$ cat config.mk
export PLATFORM = sky130hd
export DESIGN_NAME = adc_pin_ctrl
export DESIGN_NICKNAME = d
export VERILOG_FILES = /design/src/rtl/adc_pin_pkg.sv /design/src/rtl/adc_pin_shadow.sv /design/src/rtl/adc_pin_frame_port.sv /design/src/rtl/adc_pin_seq.sv /design/src/rtl/adc_pin_ctrl.sv
export SDC_FILE = /design/constraint.sdc
export NUM_CORES = 1
export LEC_CHECK = 0
export BUFFER_PORTS_ARGS = -buffer_cell sky130_fd_sc_hd__buf_2
export CAP_MARGIN = 10
export CORE_UTILIZATION = 55
export DETAILED_ROUTE_END_ITERATION = 7
export GPL_TIMING_DRIVEN = 0
export PLACE_DENSITY = 0.79
export SYNTH_ARGS = -nofsm -noshare
export SYNTH_HDL_FRONTEND = slang
export SYNTH_HIERARCHICAL = 1
export SYNTH_SLANG_ARGS = --single-unit
$ cat constraint.sdc
create_clock -name clk -period 3.7 [get_ports clk]
set_input_delay 0.555 -clock clk [delete_from_list [all_inputs] [get_ports clk]]
set_output_delay 0.555 -clock clk [all_outputs]
set_load 0.02 [all_outputs]
$ cat src/rtl/adc_pin_pkg.sv
package adc_pin_pkg;

  localparam int FRAME_W  = 16;
  localparam int CFG_W    = 7;
  localparam int GCFG_W   = 12;

  // bit positions the converter decodes
  localparam int SET_SEL_HI  = 12;
  localparam int SET_SEL_LO  = 11;
  localparam int GCFG_SEL    = 14;
  localparam int RB_BIT      = 4;
  localparam int RANGE_BIT   = 6;
  localparam int PIN_RES_LSB = 12;

  localparam logic [CFG_W-1:0]  CFG_RST  = CFG_W'(1) << RANGE_BIT;
  localparam logic [GCFG_W-1:0] GCFG_RST = '0;

  typedef enum logic [2:0] {
    OP_SET_LEVEL = 3'd0,
    OP_MAKE_IN   = 3'd1,
    OP_MAKE_OUT  = 3'd2,
    OP_READ      = 3'd3,
    OP_INIT      = 3'd4
  } host_op_e;

  typedef enum logic [2:0] {
    S_IDLE, S_WAIT, S_DIR_OUT, S_RD_OFF, S_INIT_G, S_FIN
  } seq_st_e;

  function automatic logic [FRAME_W-1:0] settings_frame(input logic [CFG_W-1:0] c);
    logic [FRAME_W-1:0] w;
    w = '0;
    w[SET_SEL_HI] = 1'b1;
    w[SET_SEL_LO] = 1'b1;
    w[CFG_W-1:0]  = c;
    return w;
  endfunction

  function automatic logic [FRAME_W-1:0] gcfg_frame(input logic [GCFG_W-1:0] g);
    logic [FRAME_W-1:0] w;
    w = '0;
    w[GCFG_SEL]    = 1'b1;
    w[GCFG_W-1:0]  = g;
    return w;
  endfunction

  function automatic logic [CFG_W-1:0] put_cfg(input logic [CFG_W-1:0] v,
                                               input int idx, input logic b);
    logic [CFG_W-1:0] r;
    r = v;
    r[idx] = b;
    return r;
  endfunction

  function automatic logic [GCFG_W-1:0] put_gcfg(input logic [GCFG_W-1:0] v,
                                                 input int idx, input logic b);
    logic [GCFG_W-1:0] r;
    r = v;
    r[idx] = b;
    return r;
  endfunction

endpackage

$ cat src/rtl/adc_pin_shadow.sv
module adc_pin_shadow
  import adc_pin_pkg::*;
(
  input  logic              clk,
  input  logic              rst_n,
  input  logic              cfg_ld,
  input  logic [CFG_W-1:0]  cfg_d,
  input  logic              gcfg_ld,
  input  logic [GCFG_W-1:0] gcfg_d,
  output logic [CFG_W-1:0]  cfg_q,
  output logic [GCFG_W-1:0] gcfg_q
);

  always_ff @(posedge clk) begin
    if (!rst_n) begin
      cfg_q  <= CFG_RST;
      gcfg_q <= GCFG_RST;
    end else begin
      if (cfg_ld)  cfg_q  <= cfg_d;
      if (gcfg_ld) gcfg_q <= gcfg_d;
    end
  end

endmodule

$ cat src/rtl/adc_pin_frame_port.sv
module adc_pin_frame_port
  import adc_pin_pkg::*;
(
  input  logic               clk,
  input  logic               rst_n,
  input  logic               start,
  input  logic [FRAME_W-1:0] word_in,
  output logic               frm_req,
  output logic [FRAME_W-1:0] frm_word,
  input  logic               frm_ack,
  input  logic [FRAME_W-1:0] frm_reply,
  output logic               done,
  output logic [FRAME_W-1:0] reply_q
);

  logic handshake;
  assign handshake = frm_req && frm_ack;

  always_ff @(posedge clk) begin
    if (!rst_n) begin
      frm_req  <= 1'b0;
      frm_word <= '0;
      done     <= 1'b0;
      reply_q  <= '0;
    end else begin
      done <= handshake;
      if (handshake) begin
        frm_req <= 1'b0;
        reply_q <= frm_reply;
      end
      if (start) begin
        frm_req  <= 1'b1;
        frm_word <= word_in;
      end
    end
  end

  AST_REQ_HOLD: assert property (@(posedge clk) disable iff (!rst_n)
    frm_req && !frm_ack |=> frm_req && $stable(frm_word));
  AST_NO_RESTART: assert property (@(posedge clk) disable iff (!rst_n)
    start |-> !frm_req);

endmodule

$ cat src/rtl/adc_pin_seq.sv
module adc_pin_seq
  import adc_pin_pkg::*;
#(
  parameter int PIN_CNT = 4,
  localparam int PIN_IW = $clog2(PIN_CNT)
)(
  input  logic               clk,
  input  logic               rst_n,
  input  logic               host_valid,
  input  logic [2:0]         host_op,
  input  logic [PIN_IW-1:0]  host_pin,
  input  logic               host_arg,
  output logic               host_ready,
  output logic               rsp_valid,
  output logic               rsp_data,
  input  logic [CFG_W-1:0]   cfg_q,
  input  logic [GCFG_W-1:0]  gcfg_q,
  output logic               cfg_ld,
  output logic [CFG_W-1:0]   cfg_d,
  output logic               gcfg_ld,
  output logic [GCFG_W-1:0]  gcfg_d,
  output logic               fr_start,
  output logic [FRAME_W-1:0] fr_word,
  input  logic               fr_done,
  input  logic [FRAME_W-1:0] fr_reply
);

  seq_st_e           st_q, st_d, fol_q, fol_d;
  logic [PIN_IW-1:0] pin_q, pin_d;
  logic              res_q, res_d;

  always_ff @(posedge clk) begin
    if (!rst_n) begin
      st_q  <= S_IDLE;
      fol_q <= S_FIN;
      pin_q <= '0;
      res_q <= 1'b0;
    end else begin
      st_q  <= st_d;
      fol_q <= fol_d;
      pin_q <= pin_d;
      res_q <= res_d;
    end
  end

  always_comb begin
    st_d     = st_q;
    fol_d    = fol_q;
    pin_d    = pin_q;
    res_d    = res_q;
    cfg_ld   = 1'b0;
    cfg_d    = cfg_q;
    gcfg_ld  = 1'b0;
    gcfg_d   = gcfg_q;
    fr_start = 1'b0;
    fr_word  = '0;
    unique case (st_q)
      S_IDLE: if (host_valid) begin
        pin_d = host_pin;
        res_d = 1'b0;
        case (host_op_e'(host_op))
          OP_SET_LEVEL, OP_MAKE_OUT: begin
            cfg_ld   = 1'b1;
            cfg_d    = put_cfg(cfg_q, int'(host_pin), host_arg);
            fr_start = 1'b1;
            fr_word  = settings_frame(cfg_d);
            st_d     = S_WAIT;
            fol_d    = (host_op_e'(host_op) == OP_MAKE_OUT) ? S_DIR_OUT : S_FIN;
          end
          OP_MAKE_IN: begin
            if (!gcfg_q[host_pin]) st_d = S_FIN;
            else begin
              gcfg_ld  = 1'b1;
              gcfg_d   = put_gcfg(gcfg_q, int'(host_pin), 1'b0);
              fr_start = 1'b1;
              fr_word  = gcfg_frame(gcfg_d);
              st_d     = S_WAIT;
              fol_d    = S_FIN;
            end
          end
          OP_READ: begin
            if (gcfg_q[host_pin]) begin
              res_d = cfg_q[host_pin];
              st_d  = S_FIN;
            end else begin
              cfg_ld   = 1'b1;
              cfg_d    = put_cfg(cfg_q, RB_BIT, 1'b1);
              fr_start = 1'b1;
              fr_word  = settings_frame(cfg_d);
              st_d     = S_WAIT;
              fol_d    = S_RD_OFF;
            end
          end
          OP_INIT: begin
            cfg_ld   = 1'b1;
            cfg_d    = CFG_RST;
            fr_start = 1'b1;
            fr_word  = settings_frame(cfg_d);
            st_d     = S_WAIT;
            fol_d    = S_INIT_G;
          end
          default: st_d = S_FIN;
        endcase
      end
      S_WAIT: if (fr_done) begin
        st_d = fol_q;
        if (fol_q == S_RD_OFF) res_d = fr_reply[PIN_RES_LSB + int'(pin_q)];
      end
      S_DIR_OUT: begin
        if (gcfg_q[pin_q]) st_d = S_FIN;
        else begin
          gcfg_ld  = 1'b1;
          gcfg_d   = put_gcfg(gcfg_q, int'(pin_q), 1'b1);
          fr_start = 1'b1;
          fr_word  = gcfg_frame(gcfg_d);
          st_d     = S_WAIT;
          fol_d    = S_FIN;
        end
      end
      S_RD_OFF: begin
        cfg_ld   = 1'b1;
        cfg_d    = put_cfg(cfg_q, RB_BIT, 1'b0);
        fr_start = 1'b1;
        fr_word  = settings_frame(cfg_d);
        st_d     = S_WAIT;
        fol_d    = S_FIN;
      end
      S_INIT_G: begin
        gcfg_ld  = 1'b1;
        gcfg_d   = GCFG_RST;
        fr_start = 1'b1;
        fr_word  = gcfg_frame(gcfg_d);
        st_d     = S_WAIT;
        fol_d    = S_FIN;
      end
      S_FIN: st_d = S_IDLE;
      default: st_d = S_IDLE;
    endcase
  end

  assign host_ready = (st_q == S_IDLE);
  assign rsp_valid  = (st_q == S_FIN);
  assign rsp_data   = res_q;

  AST_DONE_PULSE: assert property (@(posedge clk) disable iff (!rst_n)
    rsp_valid |=> !rsp_valid);
  AST_NO_FRAME_WAITING: assert property (@(posedge clk) disable iff (!rst_n)
    (st_q == S_WAIT) |-> !fr_start);

endmodule

$ cat src/rtl/adc_pin_ctrl.sv
module adc_pin_ctrl
  import adc_pin_pkg::*;
#(
  parameter int PIN_CNT = 4,
  localparam int PIN_IW = $clog2(PIN_CNT)
)(
  input  logic               clk,
  input  logic               rst_n,
  input  logic               host_valid,
  input  logic [2:0]         host_op,
  input  logic [PIN_IW-1:0]  host_pin,
  input  logic               host_arg,
  output logic               host_ready,
  output logic               rsp_valid,
  output logic               rsp_data,
  output logic               frm_req,
  output logic [FRAME_W-1:0] frm_word,
  input  logic               frm_ack,
  input  logic [FRAME_W-1:0] frm_reply,
  output logic [CFG_W-1:0]   cfg_word,
  output logic [GCFG_W-1:0]  dir_word
);

  logic               cfg_ld, gcfg_ld, fr_start, fr_done;
  logic [CFG_W-1:0]   cfg_d;
  logic [GCFG_W-1:0]  gcfg_d;
  logic [FRAME_W-1:0] fr_word, fr_reply;

  adc_pin_shadow i_shadow (
    .clk(clk), .rst_n(rst_n),
    .cfg_ld(cfg_ld), .cfg_d(cfg_d), .gcfg_ld(gcfg_ld), .gcfg_d(gcfg_d),
    .cfg_q(cfg_word), .gcfg_q(dir_word)
  );

  adc_pin_frame_port i_port (
    .clk(clk), .rst_n(rst_n),
    .start(fr_start), .word_in(fr_word),
    .frm_req(frm_req), .frm_word(frm_word),
    .frm_ack(frm_ack), .frm_reply(frm_reply),
    .done(fr_done), .reply_q(fr_reply)
  );

  adc_pin_seq #(.PIN_CNT(PIN_CNT)) i_seq (
    .clk(clk), .rst_n(rst_n),
    .host_valid(host_valid), .host_op(host_op), .host_pin(host_pin),
    .host_arg(host_arg), .host_ready(host_ready),
    .rsp_valid(rsp_valid), .rsp_data(rsp_data),
    .cfg_q(cfg_word), .gcfg_q(dir_word),
    .cfg_ld(cfg_ld), .cfg_d(cfg_d), .gcfg_ld(gcfg_ld), .gcfg_d(gcfg_d),
    .fr_start(fr_start), .fr_word(fr_word),
    .fr_done(fr_done), .fr_reply(fr_reply)
  );

  AST_SET_FRAME_FMT: assert property (@(posedge clk) disable iff (!rst_n)
    frm_req && frm_word[SET_SEL_HI] |-> frm_word[SET_SEL_LO] && !frm_word[GCFG_SEL]
      && frm_word[10:7] == 4'd0 && !frm_word[15] && !frm_word[13]);
  AST_GCFG_FRAME_FMT: assert property (@(posedge clk) disable iff (!rst_n)
    frm_req && frm_word[GCFG_SEL] |-> frm_word[13:12] == 2'b00 && !frm_word[15]);
  AST_ONE_KIND: assert property (@(posedge clk) disable iff (!rst_n)
    frm_req |-> frm_word[GCFG_SEL] ^ frm_word[SET_SEL_HI]);
  AST_RB_CLEAR_IDLE: assert property (@(posedge clk) disable iff (!rst_n)
    host_ready |-> !cfg_word[RB_BIT]);
  AST_IDLE_QUIET: assert property (@(posedge clk) disable iff (!rst_n)
    host_ready |-> !frm_req);
  AST_SHADOW_HOLD: assert property (@(posedge clk) disable iff (!rst_n)
    host_ready && !host_valid |=> $stable(cfg_word) && $stable(dir_word));

endmodule

## Word level (Yosys, flattened, before mapping)

Cells that the tools add are included.
W data, S select, Z words.

| storage, ports and cells | value |
|---|---|
| bits in registers | 62 |
| bits in latches | 0 |
| bits in writable memories | 0 |
| memory bits (read-only) | 0 |
| input port bits | 26 |
| output and inout port bits | 39 |
| memories | 0 |

| cells by class | value |
|---|---|
| $add $sub $neg | 1 |
| multipliers | 0 |
| div/mod/pow operators | 0 |
| magnitude comparators | 9 |
| eq/ne operators | 20 |
| shift operators | 0 |
| muxes and demuxes | 65 |
| bitwise logic cells | 5 |
| reduce and logical (&&, ||, !) cells | 22 |

Operators with widths:

| kind | count |
|---|---|
| $pmux W16 S4 | 2 |
| $mux W12 | 4 |
| $pmux W12 S3 | 1 |
| $lt A32 B6 Y1 const B | 1 |
| $mux W15 | 2 |
| $mux W3 | 10 |
| $pmux W3 S4 | 2 |
| $mux W1 | 22 |
| $pmux W7 S3 | 1 |
| $lt A2 B5 Y1 const B | 4 |
| $pmux W3 S3 | 2 |
| $reduce_and A6 Y1 | 3 |
| $mux W16 | 1 |
| $eq A3 B2 Y1 const B | 5 |
| $pmux W7 S2 | 1 |
| $mux W13 | 1 |
| $and A12 B12 Y12 | 1 |
| $not A4 Y12 | 1 |
| $or A12 B4 Y12 | 1 |
| $eq A3 B3 Y1 const B | 3 |
| $pmux W1 S3 | 3 |
| $lt A2 B4 Y1 const B | 2 |
| $reduce_bool A2 Y1 | 4 |
| $bwmux W7 | 1 |
| 24 further kinds | 44 |

## Logic depth before layout (Yosys ltp)

| logic depth | value |
|---|---|
| depth in word-level cells | 10 |
| gate-level depth with buffers | 10 |

## Cells and area by module

Netlist, hierarchy kept.

By module, submodules not included:

| module | instances | cells each | area each (um2) |
|---|---|---|---|
| adc_pin_seq | 1 | 197 | 1,376.3 |
| adc_pin_frame_port | 1 | 130 | 1,350.0 |
| adc_pin_shadow | 1 | 60 | 710.7 |

## Worst setup path after synthesis

No wires, ideal clock.

| timing path | value |
|---|---|
| kind | input port to flip-flop |
| from | input port host_pin[0] |
| to | register i_port.frm_word[4] |
| arrival | 2,333 ps |
| data required time | 3,584 ps |
| setup slack | 1,250 ps |
| cell stages on the path | 10 |
| buffers on the path | 4 |
| path through | buf_6 > mux4_2 > nand2_2 > o22ai_1 > or3_1 > buf_6 > buf_6 > buf_12 > mux2i_1 > nor2b_1 |

| between the ends | value |
|---|---|
| cells in the longest elaborated chain, start to end | 6 |
| elaborated cells on any way between the ends | 12 |

RTL lines:

| what | RTL line | source |
|---|---|---|
| from (decl) | adc_pin_ctrl.sv:11 | `input logic [PIN_IW-1:0] host_pin,` |
| $bmux W1 S2 (*) | adc_pin_seq.sv:71, adc_pin_seq.sv:82 |  |
| $mux W1 (implied by the code) (*) | adc_pin_seq.sv:71, adc_pin_seq.sv:82 |  |
| $mux W1 (on tied branches) | adc_pin_seq.sv:82, adc_pin_seq.sv:71 |  |
| $pmux W1 S3 (*) | adc_pin_seq.sv:61 | `case (host_op_e'(host_op))` |
| $mux W1 (*) | adc_pin_seq.sv:58 | `S_IDLE: if (host_valid) begin` |
| $pmux W1 S3 (*) | adc_pin_seq.sv:57 | `unique case (st_q)` |
| net fr_start | adc_pin_ctrl.sv:24 | `logic cfg_ld, gcfg_ld, fr_start, fr_done;` |
| to (signal assigned) | adc_pin_frame_port.sv:33 | `frm_word <= word_in;` |
| to (decl) | adc_pin_frame_port.sv:9 | `output logic [FRAME_W-1:0] frm_word,` |

The timed path passes the listed nets; every way through them passes the cells marked *. The select of a mux whose other input is x is not followed.
A chain may end at the register's enable or synchronous reset.

## Worst setup path after layout

| timing path | value |
|---|---|
| from | register i_shadow.gcfg_q[3] |
| to | register i_port.frm_word[12] |

| between the ends | value |
|---|---|
| cells in the longest elaborated chain, start to end | 6 |
| elaborated cells on any way between the ends | 14 |

RTL lines:

| what | RTL line | source |
|---|---|---|
| from (decl) | adc_pin_shadow.sv:11 | `output logic [GCFG_W-1:0] gcfg_q` |
| from (signal assigned) | adc_pin_shadow.sv:20 | `if (gcfg_ld) gcfg_q <= gcfg_d;` |
| $bmux W1 S2 | adc_pin_seq.sv:71, adc_pin_seq.sv:82 |  |
| $mux W1 (implied by the code) | adc_pin_seq.sv:71, adc_pin_seq.sv:82 |  |
| $mux W1 (on tied branches) | adc_pin_seq.sv:82, adc_pin_seq.sv:71 |  |
| $pmux W1 S3 | adc_pin_seq.sv:61 |  |
| $mux W1 | adc_pin_seq.sv:58 |  |
| $pmux W1 S3 (*) | adc_pin_seq.sv:57 |  |
| net fr_start | adc_pin_ctrl.sv:24 |  |

Marks and branches as above.

==> results.txt <==
----------------------------------------------------
[STA]
  Total negative slack ... 0 ps
  Time the worst path needs with I/O delays and setup ... between 2000 and 2500 ps
  Final Hold Fails ... 0
  RSZ-0062 raised after global routing ... false
  Top achievable clock speed ... around 0.40 GHz
  Period utilisation layout ... between 60 and 70%
  Final setup vio count ... 0
  Final Hold Slack ... ~470 ps
  Setup skew after layout ... approximately 12 ps
  Worst-case headroom to the max-slew limit ... a little under half
  Final Slew Violations ... 0
  Slew of the pin with the lowest slew margin ... between 800 and 900 ps

[Placed design]
  Placer congestion estimate ... a little over 0.9
  Half-perimeter wire length after detailed placement ... 5.21 mm
  Post-placement cell area ... roughly 3300 µm²
  Number of port buffers ... 49

[Route]
  Residual DRC ... 0
  Antenna-violating nets left ... 0
  Routed vias ... between 2,000 and 3,000
  Number of detailed-route iterations in the first pass ... 5
  Routed vias/inst ... ~5.6
  Final wirelength ... between 7 and 8 mm
  Number of DRC markers in iteration 0 ... 227
  Per-cell routed wire length ... 15.1 µm

[Worst hold path]
  WHS Path Cells ... 2
  Worst min-delay path class ... flip-flop to flip-flop
  Worst hold endpoint ... i_port/reply_q[13]
  Beginning of the worst hold path ... i_port/reply_q[13]

[Synthesis]
  Synthesized area per cell ... 8.83 µm²
  Number of instances in the synthesized netlist ... between 300 and 400
  YS warnings ... 6
  Post-synthesis cell area ... 2990 µm²

[Global routing]
  Number of global-route vias before repair ... between 2,000 and 2,500
  Number of antenna violations at the first check in global routing ... 0
  All-layer global routing usage ... about a quarter
  Global-route wire length before repair ... 11.2 mm
  Pin count of the biggest net entering global routing ... 24
  GRT overflow ... 0

[Critical path]
  Data required time of the worst path ... between 3000 and 4000 ps
  Type of element capturing the critical path ... flip-flop
  Worst-path fanout max ... 10
  R2R Path Start ... i_shadow/gcfg_q[3]
  Worst Setup Start Kind ... flip-flop
  Critical path arrival ... between 2000 and 3000 ps
  Terminus of the critical flop-to-flop path ... i_port/frm_word[12]
  Crit-path max cell delay ... 590 ps
  Setup slack, reg-to-reg ... between 1000 and 1500 ps
  Path depth of the worst reg2reg path ... 9
  Most used cell along the critical path ... sky130_fd_sc_hd__buf_6
  CP cell instances ... mux4_2 > o21ai_2 > a31o_2 > or3_1 > buf_6 > buf_6 > buf_12 > mux2i_1 > nor2b_1
  Kind of critical path ... flip-flop to flip-flop
  Slowest CP cell ... sky130_fd_sc_hd__mux4_2

[Floorplan]
  Initial standard-cell utilization of the core ... a little under 60%
  Vertical extent of the die ... approximately 76 µm
  Chip width ... roughly 76 µm
  Top-level port count ... 65
  Site Rows ... 26
  Die footprint ... roughly 5700 µm²
  Area of the core ... around 5200 µm²

[Power and ir drop]
  Peak supply drop ... approximately 0.00025 V
  Power density over cell area ... roughly 350 nW/µm²
  Standby leakage power ... 1.37 nW

[Clocking]
  Buffer cell driving the clock tree root ... sky130_fd_sc_hd__clkbuf_8
  Sinks on the clock net ... 50
  Post-CTS Hold Fix Bufs ... 0
  Number of H-tree levels ... 2
  Buffer count from post-CTS setup fixing ... 0
  CTS Buf Count ... 5
  CTS tree ... built
  Later-pin clock latency in the skew report ... 300 ps
  Post_cts resized ... 0
  Maximum root-to-sink buffer count ... 2
  Clock transition at the register clock pins on the worst setup and hold paths after CTS ... around 90 ps

[Cells and area]
  Most common cell after layout, fill and taps aside ... sky130_fd_sc_hd__buf_2
  Fraction of final layout cells with drive strength greater than 1 ... about a quarter
  Number of nets in the final layout ... 421
  Finished Cell Area ... 3430 µm²
  Final core area utilization ... between 60% and 70%
  Relative area change from synthesis to final layout ... 15.0%
  ANT cells ... 0
  Filler Cells Inserted ... between 400 and 500
  Most frequent cells in the layout ... 56 x sky130_fd_sc_hd__buf_2, 50 x sky130_fd_sc_hd__nor2b_1, 50 x sky130_fd_sc_hd__dfxtp_1, 39 x sky130_fd_sc_hd__mux2i_1, 26 x sky130_fd_sc_hd__nand2_1

[Status]
  Outcome ... finished, final reports clean

[Flow run]
  Count of maximum capacitance violations ... 0

----------------------------------------------------
-- per-layer routing --
layer / vias to the layer above / track usage (%) / share of wire [%]
met5: - / 0 / 0
met4: 0 / 6.58 / 1.1
met3: 6 / 4.10 / 7.5
met2: 105 / 41.6 / 44
met1: 1211 / 37.4 / 47
li1: 1295 / - / -
-- flip-flops by register name, indices dropped and copies added, names as in the netlist --
register and flops:
i_seq/st_q 3, i_port/frm_word 16, i_seq/pin_q 2, i_port/frm_req 1, i_port/done 1, i_shadow/gcfg_q 12, i_shadow/cfg_q 7, i_seq/fol_q 3
i_port/reply_q 4, i_seq/rsp_data 1
-- area by class of cell --
cell class,instances,area [µm²],share of cell area (%)
repair buffers,49,245,7.15
multi-input cells,255,1770,51.5
plain buffers,28,199,5.80
flip-flops and latches,50,1000,29.2
clock buffers,6,72.6,2.11
well taps,70,87.6,2.55
clock inverters,2,37.5,1.09
inverters,6,22.5,0.656
-- critical path, delay by kind of cell, from the launching register on --
family                 cells  cell delay [ps]
AOI/OAI and AO/OA          2              490
buffers and inverters      3              450
DFF                        1              420
muxes                      2              790
and+or+nand+nor            2              230
-- where the power goes --
part           internal (mW)  switching [mW]
clock network          0.202           0.183
logic                  0.109           0.139
registers              0.552         0.00908
-- how the worst max path moves through the flow --
stage                        from                  end  slack (ps)  depth (start not counted)
2_1_floorplan         host_pin[0]   i_port/frm_word[4]        1250                         10
3_3_place_gp          host_pin[0]   i_port/frm_word[4]         980                         10
3_5_place_dp          host_pin[0]  i_port/frm_word[12]         940                         10
4_1_cts        i_shadow/gcfg_q[3]  i_port/frm_word[12]        1220                          9
5_1_grt        i_shadow/gcfg_q[3]  i_port/frm_word[12]        1070                          9
6_report       i_shadow/gcfg_q[3]  i_port/frm_word[12]        1200                          9
-- stage by stage --
step	std cells	setup slack, ps	total power, mW
finish	466	1200	1.19
global route	466	1070	1.25
CTS	466	1220	1.20
detailed placement	458	936	0.820
global placement	458	982	0.818
floorplan	339	1250	0.763
(Power assumes the default switching activity.)
